===== config.mk =====
export PLATFORM = sky130hd
export DESIGN_NAME = iq_quarter_mixer
export DESIGN_NICKNAME = d
export VERILOG_FILES = /design/src/rtl/iqm_pkg.sv /design/src/rtl/iqm_phase_ctr.sv /design/src/rtl/iqm_sign_sel.sv /design/src/rtl/iqm_pair_reg.sv /design/src/rtl/iq_quarter_mixer.sv
export SDC_FILE = /design/constraint.sdc
export NUM_CORES = 1
export LEC_CHECK = 0
export BUFFER_PORTS_ARGS = -buffer_cell sky130_fd_sc_hd__buf_2
export CAP_MARGIN = 20
export CORE_UTILIZATION = 48
export CTS_BUF_LIST = sky130_fd_sc_hd__clkbuf_16
export CTS_CLUSTER_DIAMETER = 80
export DETAILED_ROUTE_END_ITERATION = 8
export PLACE_DENSITY_LB_ADDON = 0.15
export SETUP_SLACK_MARGIN = 0.02
export SLEW_MARGIN = 20
export SYNTH_ARGS = -nofsm -noshare
export SYNTH_HDL_FRONTEND = slang
export SYNTH_SLANG_ARGS = --single-unit

===== constraint.sdc =====
create_clock -name clk -period 1.5 [get_ports clk]
set_clock_uncertainty 0.05 [all_clocks]
set_input_delay 0.3 -clock clk [delete_from_list [all_inputs] [get_ports clk]]
set_output_delay 0.3 -clock clk [all_outputs]
set_load 0.005 [all_outputs]

===== src/rtl/iqm_pkg.sv =====
package iqm_pkg;

    typedef enum logic [1:0] {
        PH_I_POS = 2'd0,
        PH_Q_POS = 2'd1,
        PH_I_NEG = 2'd2,
        PH_Q_NEG = 2'd3
    } phase_e;

    // odd phases belong to the quadrature branch
    function automatic logic phase_is_q(phase_e p);
        return p[0];
    endfunction

    // the upper half of the cycle carries the -1 multiplier
    function automatic logic phase_is_neg(phase_e p);
        return p[1];
    endfunction

endpackage


===== src/rtl/iqm_phase_ctr.sv =====
module iqm_phase_ctr
    import iqm_pkg::*;
(
    input  logic   clk,
    input  logic   rst,
    input  logic   step,
    output phase_e phase
);

    typedef struct packed {
        phase_e ph;
    } ctr_state_t;

    ctr_state_t st_d, st_q;

    always_comb begin
        st_d = st_q;
        if (step) begin
            st_d.ph = phase_e'(st_q.ph + 2'd1);
        end
    end

    always_ff @(posedge clk) begin
        if (rst) begin
            st_q <= '{ph: PH_I_POS};
        end else begin
            st_q <= st_d;
        end
    end

    assign phase = st_q.ph;

    // each accepted sample moves the phase forward by one, wrapping mod 4
    assert_phase_advance_R7: assert property (@(posedge clk) disable iff (rst)
        step |=> (phase == phase_e'($past(phase) + 2'd1)));

    // a held-off cycle leaves the phase untouched
    assert_phase_hold_R6: assert property (@(posedge clk) disable iff (rst)
        !step |=> $stable(phase));

endmodule


===== src/rtl/iqm_sign_sel.sv =====
module iqm_sign_sel #(
    parameter int IN_W = 12
) (
    input  logic signed [IN_W-1:0] x,
    input  logic                   negate,
    output logic signed [IN_W:0]   y
);

    localparam int OUT_W = IN_W + 1;

    logic signed [OUT_W-1:0] widened;

    always_comb begin
        widened = {x[IN_W-1], x};
        y       = negate ? -widened : widened;
    end

    // a negated nonzero value always flips sign, so no wrap occurs
    always_comb begin
        if (negate && (widened != '0)) begin
            assert_no_overflow_R4: assert (y[OUT_W-1] != widened[OUT_W-1]);
        end
    end

endmodule


===== src/rtl/iqm_pair_reg.sv =====
module iqm_pair_reg #(
    parameter int W = 13
) (
    input  logic                clk,
    input  logic                rst,
    input  logic                take_i,
    input  logic                take_q,
    input  logic signed [W-1:0] product,
    output logic                pair_valid,
    output logic signed [W-1:0] pair_i,
    output logic signed [W-1:0] pair_q
);

    typedef struct packed {
        logic [W-1:0] pend_i;
        logic [W-1:0] i;
        logic [W-1:0] q;
        logic         vld;
    } pair_state_t;

    pair_state_t st_d, st_q;

    always_comb begin
        st_d     = st_q;
        st_d.vld = 1'b0;
        if (take_i) begin
            st_d.pend_i = product;
        end
        if (take_q) begin
            st_d.i   = st_q.pend_i;
            st_d.q   = product;
            st_d.vld = 1'b1;
        end
    end

    always_ff @(posedge clk) begin
        if (rst) begin
            st_q <= '0;
        end else begin
            st_q <= st_d;
        end
    end

    assign pair_valid = st_q.vld;
    assign pair_i     = st_q.i;
    assign pair_q     = st_q.q;

    // a product goes to exactly one branch per cycle
    assert_one_branch_R5: assert property (@(posedge clk) disable iff (rst)
        !(take_i && take_q));

    // without a quadrature product the presented pair is frozen
    assert_pair_hold_R6: assert property (@(posedge clk) disable iff (rst)
        !take_q |=> ($stable(pair_i) && $stable(pair_q) && !pair_valid));

endmodule


===== src/rtl/iq_quarter_mixer.sv =====
module iq_quarter_mixer
    import iqm_pkg::*;
#(
    parameter int IN_W = 12
) (
    input  logic                clk,
    input  logic                rst,
    input  logic                in_valid,
    input  logic signed [IN_W-1:0] in_sample,
    output logic                out_valid,
    output logic signed [IN_W:0] out_i,
    output logic signed [IN_W:0] out_q
);

    localparam int OUT_W = IN_W + 1;

    phase_e                  phase;
    logic                    to_q;
    logic                    flip;
    logic                    take_i;
    logic                    take_q;
    logic signed [OUT_W-1:0] product;

    iqm_phase_ctr u_phase (
        .clk   (clk),
        .rst   (rst),
        .step  (in_valid),
        .phase (phase)
    );

    always_comb begin
        to_q   = phase_is_q(phase);
        flip   = phase_is_neg(phase);
        take_i = in_valid && !to_q;
        take_q = in_valid && to_q;
    end

    iqm_sign_sel #(
        .IN_W (IN_W)
    ) u_sign (
        .x      (in_sample),
        .negate (flip),
        .y      (product)
    );

    iqm_pair_reg #(
        .W (OUT_W)
    ) u_pair (
        .clk        (clk),
        .rst        (rst),
        .take_i     (take_i),
        .take_q     (take_q),
        .product    (product),
        .pair_valid (out_valid),
        .pair_i     (out_i),
        .pair_q     (out_q)
    );

    // the strobe is a single-cycle pulse
    assert_single_pulse_R5: assert property (@(posedge clk) disable iff (rst)
        out_valid |=> !out_valid);

    // an odd-phase sample always completes a pair
    assert_odd_emits_R5: assert property (@(posedge clk) disable iff (rst)
        (in_valid && phase[0]) |=> out_valid);

    // an idle input cycle never produces a pair
    assert_idle_silent_R6: assert property (@(posedge clk) disable iff (rst)
        !in_valid |=> !out_valid);

    // reset clears the outputs
    assert_reset_clear_R1: assert property (@(posedge clk)
        rst |=> (!out_valid && (out_i == '0) && (out_q == '0)));

endmodule


==> results of run 1 <==
## sequential cells by signal, summed over array words and instances (netlist names)
signal / flops
u_phase.phase: 2
u_pair.st_q: 13
u_pair.pair_valid: 1
u_pair.pair_q: 13
u_pair.pair_i: 13
## final cells by class
cell class,count,area [sq um],share of cell area (%)
Tap cell,48,60.1,2.62
Timing Repair Buffer,63,370,16.1
Clock inverter,3,12.5,0.545
Multi-Input combinational cell,120,863,37.6
Inverter,5,18.8,0.818
Sequential cell,42,845,36.8
Clock buffer,5,125,5.45
## timing repair
action / CTS / global route
endpoints found under the hold margin: 0 / 0
hold buffers: 0 / 0
resized for setup: 1 / 1
setup endpoints to repair: 6 / 2
## synth_stat cells, drive strengths merged, types with 2 or more instances
library cell	count	area share, %
a31oi	2	0.64
xor2	4	1.8
nor2	14	2.7
dfxtp	42	43
inv	5	0.96
nand2b	2	0.64
a21oi	6	1.7
nor2b	2	0.64
a211o	3	1.3
nor4	2	1.7
a22o	15	6.7
xnor2	6	2.7
nor3b	2	0.77
a41oi	2	1.3
nand3	4	1.3
buf	32	11
o21ai	13	3.9
clkbuf	4	0.77
nand2	17	3.3
nor3	2	0.77
a211oi	7	2.7
or2	2	0.64
mux2i	2	1.0
## metal layers
metal	share of wire, %	wire [microns]	up-vias
met4	2.8	116	0
met3	3.7	153	11
met2	50	2040	40
met5	0	0	-
met1	44	1790	721
li1	-	-	762
## logic make-up (layout without fill, tap and decap cells)
family / count (synthesis) / after routing / synth area share, %
and+or+nand+nor: 54 / 54 / 15.6
AOI/OAI and AO/OA: 52 / 52 / 21.3
DFF: 42 / 42 / 43.0
buffers and inverters: 41 / 76 / 13.2
xor gates and xnor gates: 10 / 10 / 4.48
muxes: 3 / 3 / 1.79
adders and majority gates: 1 / 1 / 0.640
## final timing paths
| check | startpoint | end | slack, ns | cells past startpoint |
|---|---|---|---|---|
| max | u_phase.phase[1]$_SDFFE_PP0P_ | u_pair.st_q[38]$_SDFFE_PP0P_ | 0.11 | 4 |
| max reg2reg | u_phase.phase[1]$_SDFFE_PP0P_ | u_pair.st_q[38]$_SDFFE_PP0P_ | 0.11 | 4 |
| min reg2reg | u_pair.pair_q[2]$_SDFFE_PP0P_ | u_pair.pair_q[2]$_SDFFE_PP0P_ | 0.41 | 2 |
| min | rst | u_phase.phase[1]$_SDFFE_PP0P_ | 0.25 | 2 |
## per-stage QoR
step	power (uW)	TNS, ns	worst slack [ns]
final	2530	0	0.111
after detailed placement	1570	-0.726	-0.0861
after global placement	1560	-0.444	-0.0960
after floorplan	1440	0	0.0847
after global routing	2650	0	0.0424
after CTS	2560	0	0.0375
## report_power, final
group,leakage [uW],switching [uW],internal [uW]
clock network,0.0000724,390,600
registers,0.000343,35.4,1170
logic,0.000597,182,153
total,0.00101,608,1930
==> flow_summary.yaml, run 1 <==
clock_tree:
  postCtsSetupBuffers: 0
  clkLatencyLatePin_ns: 0.28
  cts_root_buf: "clkbuf_16"
  path_clk_slew_ns: 0.06
  max-clock-path-buffers: 2
  cts_buffers: 5
  numClockSinks: 42
  cts_htree_levels: 2
  cts_tree: "done"
critical_path:
  critPathTopFamily: "compound AO/OA/AOI/OAI gates"
  worst-setup-path-type: "reg -> reg"
  cp.required_ns: 1.67
  slowest_delay_ns: 0.44
  path_buf_inv: 1
  crit_chain: "inv_2, a21o_1, a2111oi_2, a211o_1"
  cp_data_arrival_time_ns: 1.56
  endpoint_kind: "flop"
  cpMaxStageDelayCell: "a2111oi_2"
  crit_fanout: 6
  cp-start-kind: "flop"
pwr:
  max-vdd-ir-drop_uv: 453
  p_per_area_nw_per_um2: 1100
  leakage_uw: 0.00101
final_layout:
  final_nets: 253
  num-fill-cells: 314
  final_layout_size_suffix_gt1_share_pct: 36.6
  stdcell_count: 286
  utilization_pct: 60.8
  antenna_cells: 0
  final_cell_mix: "buf_2, dfxtp_1, buf_4, nand2_1, a22o_1"
  syn_to_final_growth_pct: 17.3
  final_area_sq_um: 2290
drt:
  vias_per_cell: 5.36
  drt_iter0_drc: 52
  drtPass1Iterations: 4
  drc: 0
  drtAntennaViolNets: 0
  drt-total-wl_mm: 4.10
  via_count: 1534
  wl_per_cell_microns: 14.3
timing:
  hold_violations: 0
  post-route-period-util_pct: 92.6
  finalSetupViolations: 0
  fmax_mhz: 720
  whs_ns: 0.246
  rsz0062_at_grt: "no"
  worst_pin_slew_ns: 0.370
  min_period_ns: 1.39
  drv_slew: 0
  relSlewSlack_pct: 75.3
synthesis:
  ys_ff_latch: 42
  synth.avg_cell_area_sq_um: 9.63
  yosysWarnings: 0
  ys_seq_area_share_pct: 43.0
  ys_types: 47
  synth_flop_cell: "dfxtp_1"
  syn_area_sq_um: 1960
  syn_nets: 219
  async_reset_ff_share_pct: 0
  synth_edf_count: 0
  syn_inst: 203
grt:
  antenna_found_initial: 0
  gr-usage-met1_pct: 23.7
  grt_pass1_vias: 1479
  grt_use_met2_pct: 35.6
  grt.busiest_layer: "met2"
  use_met3_pct: 6.21
  grt_overflow: 0
  grt_max_degree: 17
  grt_pass1_wl_mm: 6.78
  track_usage_pct: 21.3
placement:
  routabilityCongestion: 0.910
  port_buffers: 41
  dp_hpwl_mm: 3.10
  dpl_cell_area_sq_um: 2150
  dp.cells: 278
floorplanning:
  fp-row-count: 22
  start_util_pct: 51.9
  chipHeight_microns: 65.8
  chipWidth_microns: 65.8
  io_pins: 42
  die_area_sq_um: 4330
  core_sq_um: 3770
worst_hold_path:
  hold_path_class: "in -> reg"
flow_run:
  cap_violations: 0
outcome:
  status: "completed"
Note: power is estimated with default switching activity, not from simulation.
==> run 2, diff against run 1 <==
Settings changed: HOLD_SLACK_MARGIN from default to 0.15, SYNTH_HIERARCHICAL from default to 1.
==> flow_summary.yaml, run 2 <==
clock_tree:
  cts_htree_levels: 2
  cts_buffers: 5
  holdBufCountCts: 0
  max-clock-path-buffers: 2
  clkLatencyLatePin_ns: 0.28
  cts_tree: "done"
  numClockSinks: 42
  cts_root_buf: "clkbuf_16"
  path_clk_slew_ns: 0.06
pwr:
  p_per_area_nw_per_um2: 1130
  max-vdd-ir-drop_uv: 569
  leakage_uw: 0.00107
placement:
  dp_hpwl_mm: 2.62
  port_buffers: 41
  routabilityCongestion: 0.800
  place_ws_ns: -0.403
floorplanning:
  chipWidth_microns: 66.4
  fp-row-count: 23
  core_sq_um: 4000
  io_pins: 42
  die_area_sq_um: 4410
  chipHeight_microns: 66.4
  start_util_pct: 49.8
critical_path:
  cp_data_arrival_time_ns: 1.66
  cp-start-kind: "input port"
  worst-setup-path-type: "in -> reg"
  cp.required_ns: 1.63
  reg2reg_depth: 5
  crit_fanout: 4
  endpoint_kind: "flop"
drt:
  vias_per_cell: 4.91
  drt-total-wl_mm: 3.82
  drtAntennaViolNets: 0
  drc: 0
  drtPass1Iterations: 4
  wl_per_cell_microns: 13.7
  via_count: 1369
  drt_iter0_drc: 59
synthesis:
  synth-simple-area-share_pct: 11.6
  synth_top_family_by_area: "multiplexers"
  yosysMostFrequentCell: "dfxtp_1"
  synth_compound_area_share_pct: 5.52
  async_reset_ff_share_pct: 0
  ys_ff_latch: 42
  ys_top_cells_by_area: "dfxtp_1, mux2i_1, buf_4, nor2_1, xnor2_1"
  synth_top_area_share_pct: 42.2
  syn_inst: 198
  yosys-top-cells-count: "dfxtp_1, mux2i_1, nor2_1"
  synth.avg_cell_area_sq_um: 10.1
  synth_flop_cell: "dfxtp_1"
  synth_edf_count: 0
  yosysWarnings: 6
  yosysTopAreaCell: "dfxtp_1"
  syn_area_sq_um: 1990
  synth-adder-area-share_pct: 0.628
  syn_nets: 214
  ys_seq_area_share_pct: 42.2
  muxShareOfSynthArea_pct: 20.1
  synthXorXnorAreaFrac_pct: 4.83
  ys_types: 27
final_layout:
  final_common_cell: "dfxtp_1"
  syn_to_final_growth_pct: 26.1
  antenna_cells: 0
  num-fill-cells: 331
  final_nets: 244
  final_layout_size_suffix_gt1_share_pct: 38.0
  final_cell_mix: "dfxtp_1, mux2i_1, nor2_1, buf_2, buf_4"
grt:
  grt_pass1_vias: 1281
  track_usage_pct: 18.8
  grt_max_degree: 28
  grt_pass1_wl_mm: 5.97
  antenna_found_initial: 0
  grt_overflow: 0
timing:
  drv_slew: 0
  tns_ns: -0.111
  worst_pin_slew_ns: 0.333
  finalSetupViolations: 6
  setup_ws_ns: -0.0348
  post-route-period-util_pct: 102
  min_period_ns: 1.53
  hold_violations: 0
  rsz0062_at_grt: "yes"
  relSlewSlack_pct: 77.8
  fmax_mhz: 652
worst_hold_path:
  hold_path_class: "in -> reg"
  hold_depth: 3
outcome:
  status: "complete, but fails checks"
  violations: "setup timing"
flow_run:
  cap_violations: 0
run 2: stage by stage:
stage	hold slack, ns	total power (uW)	util, %	instances	cell area (sq um)
final	0.302	2850	62.8	279	2510
after CTS	0.291	2870	60.8	276	2430
after floorplan	0.312	1530	-	198	2060
after detailed placement	0.425	1630	55.0	267	2200
after global placement	0.417	1620	55.0	267	2200
after global routing	0.316	2970	62.8	279	2510
run 2: power breakdown:
group | switching [uW] | leakage (uW) | internal [uW]
Clock | 422 | 0.0000812 | 778
Sequential | 32.7 | 0.000342 | 1180
Combinational | 210 | 0.000651 | 231
run 2: timing repair:
action,4_1_cts,5_1_grt
gates resized for setup,10,11
buffers inserted,1,3
endpoints found under the setup margin,10,14
pin swaps,4,9
run 2: cells by family after synthesis:
| family | after synthesis |
|---|---|
| buffers and inverters | 40 |
| AO/OA/AOI/OAI | 13 |
| adder cells (fa/ha/maj) | 1 |
| XOR/XNOR | 11 |
| AND/OR/NAND/NOR | 51 |
| flip-flops | 42 |
| multiplexers | 40 |
run 2: critical path: stages:
cell and delay, ns:
buf_12 0.11, inv_12 0.04, ha_4 0.11, or4b_4 0.51
o31ai_4 0.29, xnor2_2 0.09, mux2i_1 0.15, nor2_1 0.05
run 2: path summary, 6_finish.rpt:
kind                                                  endpoint                     startpoint  slack (ns)
worst max register to register   u_pair/pair_q[5]$_SDFFE_PP0P_  u_phase/phase[1]$_SDFFE_PP0P_        0.21
worst min-delay path             u_phase/phase[0]$_SDFFE_PP0P_                       in_valid        0.30
worst max-delay path            u_pair/pair_q[10]$_SDFFE_PP0P_                   in_sample[0]       -0.03
worst min register to register   u_pair/pair_q[2]$_SDFFE_PP0P_  u_pair/pair_q[2]$_SDFFE_PP0P_        0.44
run 2: cell type report:
type / instances / area, sq um / share of cell area [%]
inverter: 3 / 28.8 / 1.14
clock inverter: 3 / 41.3 / 1.64
multi-input combinational: 116 / 970 / 38.6
clock buffer: 5 / 125 / 4.98
timing repair buffer: 60 / 445 / 17.7
tap: 50 / 62.6 / 2.49
sequential: 42 / 841 / 33.4
run 2: layer usage:
metal	up-vias	global-route usage [%]	part of all wire, %
met5	-	0	0
met4	0	7.98	1.8
met3	5	6.21	5.5
met2	34	30.2	48
met1	641	22.8	44
li1	689	-	-
==> run 3, diff against run 2 <==
Settings changed: RECOVER_POWER from default to 100.
==> flow_summary.yaml, run 3 (synthesis gave the netlist of run 2 again) <==
floorplanning:
  chipWidth_microns: 66.4
  start_util_pct: 49.8
  core_sq_um: 4000
  io_pins: 42
  chipHeight_microns: 66.4
  die_area_sq_um: 4410
  fp-row-count: 23
grt:
  grt_pass1_wl_mm: 5.97
  grt_overflow: 0
  grt_max_degree: 28
  grt_pass1_vias: 1281
  track_usage_pct: 18.8
  antenna_found_initial: 0
final_layout:
  antenna_cells: 0
  syn_to_final_growth_pct: 24.0
  stdcell_count: 279
  final_area_sq_um: 2470
  final_layout_size_suffix_gt1_share_pct: 33.2
  multi_input_area_sq_um: 966
  final_common_cell: "dfxtp_1"
  seq_area_sq_um: 841
  utilization_pct: 61.8
  num-fill-cells: 340
  final_nets: 244
  final_cell_mix: "dfxtp_1, mux2i_1, nor2_1, buf_2, buf_4"
drt:
  drtPass1Iterations: 4
  drt_iter0_drc: 61
  vias_per_cell: 4.90
  wl_per_cell_microns: 13.7
  drt-total-wl_mm: 3.82
  drc: 0
  drtAntennaViolNets: 0
  via_count: 1367
critical_path:
  worst-setup-path-type: "in -> reg"
  crit_fanout: 4
  crit_chain: "buf_12, inv_12, ha_4, or4b_4, o31ai_4, xnor2_2, mux2i_1, nor2_1"
  cp-start-kind: "input port"
  cp_data_arrival_time_ns: 1.71
  cp.required_ns: 1.67
  cpMaxStageDelayCell: "or4b_4"
  slowest_delay_ns: 0.51
  endpoint_kind: "flop"
placement:
  dp.cells: 267
  port_buffers: 41
  place_ws_ns: -0.403
  routabilityCongestion: 0.800
  dpl_cell_area_sq_um: 2200
  dp_hpwl_mm: 2.62
pwr:
  leakage_uw: 0.00103
  clock_power_share_pct: 42.3
  p_comb_share_pct: 15.0
  cellInternalPower_uw: 2170
  p_per_area_nw_per_um2: 1150
  switching_power_uw: 663
  max-vdd-ir-drop_uv: 582
  seq_power_share_pct: 42.6
  switching_share_pct: 23.4
clock_tree:
  cts_tree: "done"
  cts_htree_levels: 2
  cts_root_buf: "clkbuf_16"
  max-clock-path-buffers: 2
  numClockSinks: 42
  clkLatencyLatePin_ns: 0.28
  path_clk_slew_ns: 0.06
  cts_buffers: 5
timing:
  rsz0062_at_grt: "yes"
  setup_ws_ns: -0.0358
  post-route-period-util_pct: 102
  finalSetupViolations: 8
  relSlewSlack_pct: 69.3
  drv_slew: 0
  worst_pin_slew_ns: 0.460
  min_period_ns: 1.54
  tns_ns: -0.128
  hold_violations: 0
  fmax_mhz: 651
worst_hold_path:
  hold_path_class: "in -> reg"
flow_run:
  cap_violations: 0
outcome:
  status: "complete, but fails checks"
  violations: "setup timing"
-- run 3: changes by cell type in the layout (fill, tap and decap cells not counted), sizes merged --
cell	change
buf	-10
clkbuf	+10
-- run 3: metal layers --
layer / wire length [microns] / track usage (%) / share of wire [%]
met1: 1700 / 22.8 / 44
met2: 1850 / 30.2 / 49
met3: 198 / 6.21 / 5.2
met4: 68 / 7.98 / 1.8
met5: 0 / 0 / 0
-- run 3: worst max-delay path: cells and delay by family --
kind	cells	cell delay [ns]
compound gates	1	0.29
mux	1	0.10
xor+xnor	1	0.14
fa+ha+maj	1	0.11
buf+inv	2	0.15
simple gates	2	0.61
-- run 3: final cells by class --
class                           instances  share of cell area (%)
Timing Repair Buffer                   60                    16.5
Tap cell                               50                    2.53
Inverter                                3                    1.16
Multi-Input combinational cell        116                    39.1
Clock buffer                            5                    5.06
Clock inverter                          3                    1.67
Sequential cell                        42                    34.0
-- run 3: power by group through the flow --
stage / Combinational, uW / Clock (uW) / Sequential (uW)
after floorplan: 300 / 0 / 1230
final: 427 / 1200 / 1210
after CTS: 419 / 1240 / 1210
after global placement: 386 / 0 / 1230
after global routing: 466 / 1270 / 1220
after detailed placement: 397 / 0 / 1230
-- run 3: what timing repair did --
item	CTS	global route
endpoints found under the setup margin	10	14
buffers inserted	1	3
resized for setup	10	11
pin swaps	4	9
hold buffers	0	0
-- run 3: metrics by stage --
step	hold slack [ns]	power, uW
floorplan	0.312	1530
global placement	0.417	1620
detailed placement	0.425	1630
CTS	0.291	2870
global route	0.316	2950
finish	0.299	2840
-- run 3: path summary, 6_finish.rpt --
check                                               startpoint                              to  slack (ns)  cells after the start
worst max-delay path                              in_sample[0]  u_pair/pair_q[10]$_SDFFE_PP0P_       -0.04                      8
worst min-delay path                                  in_valid   u_phase/phase[1]$_SDFFE_PP0P_        0.30                      3
worst max register to register   u_phase/phase[0]$_SDFFE_PP0P_   u_pair/pair_q[0]$_SDFFE_PP0P_        0.05                      4
worst min register to register  u_pair/pair_i[12]$_SDFFE_PP0P_  u_pair/pair_i[12]$_SDFFE_PP0P_        0.44                      2
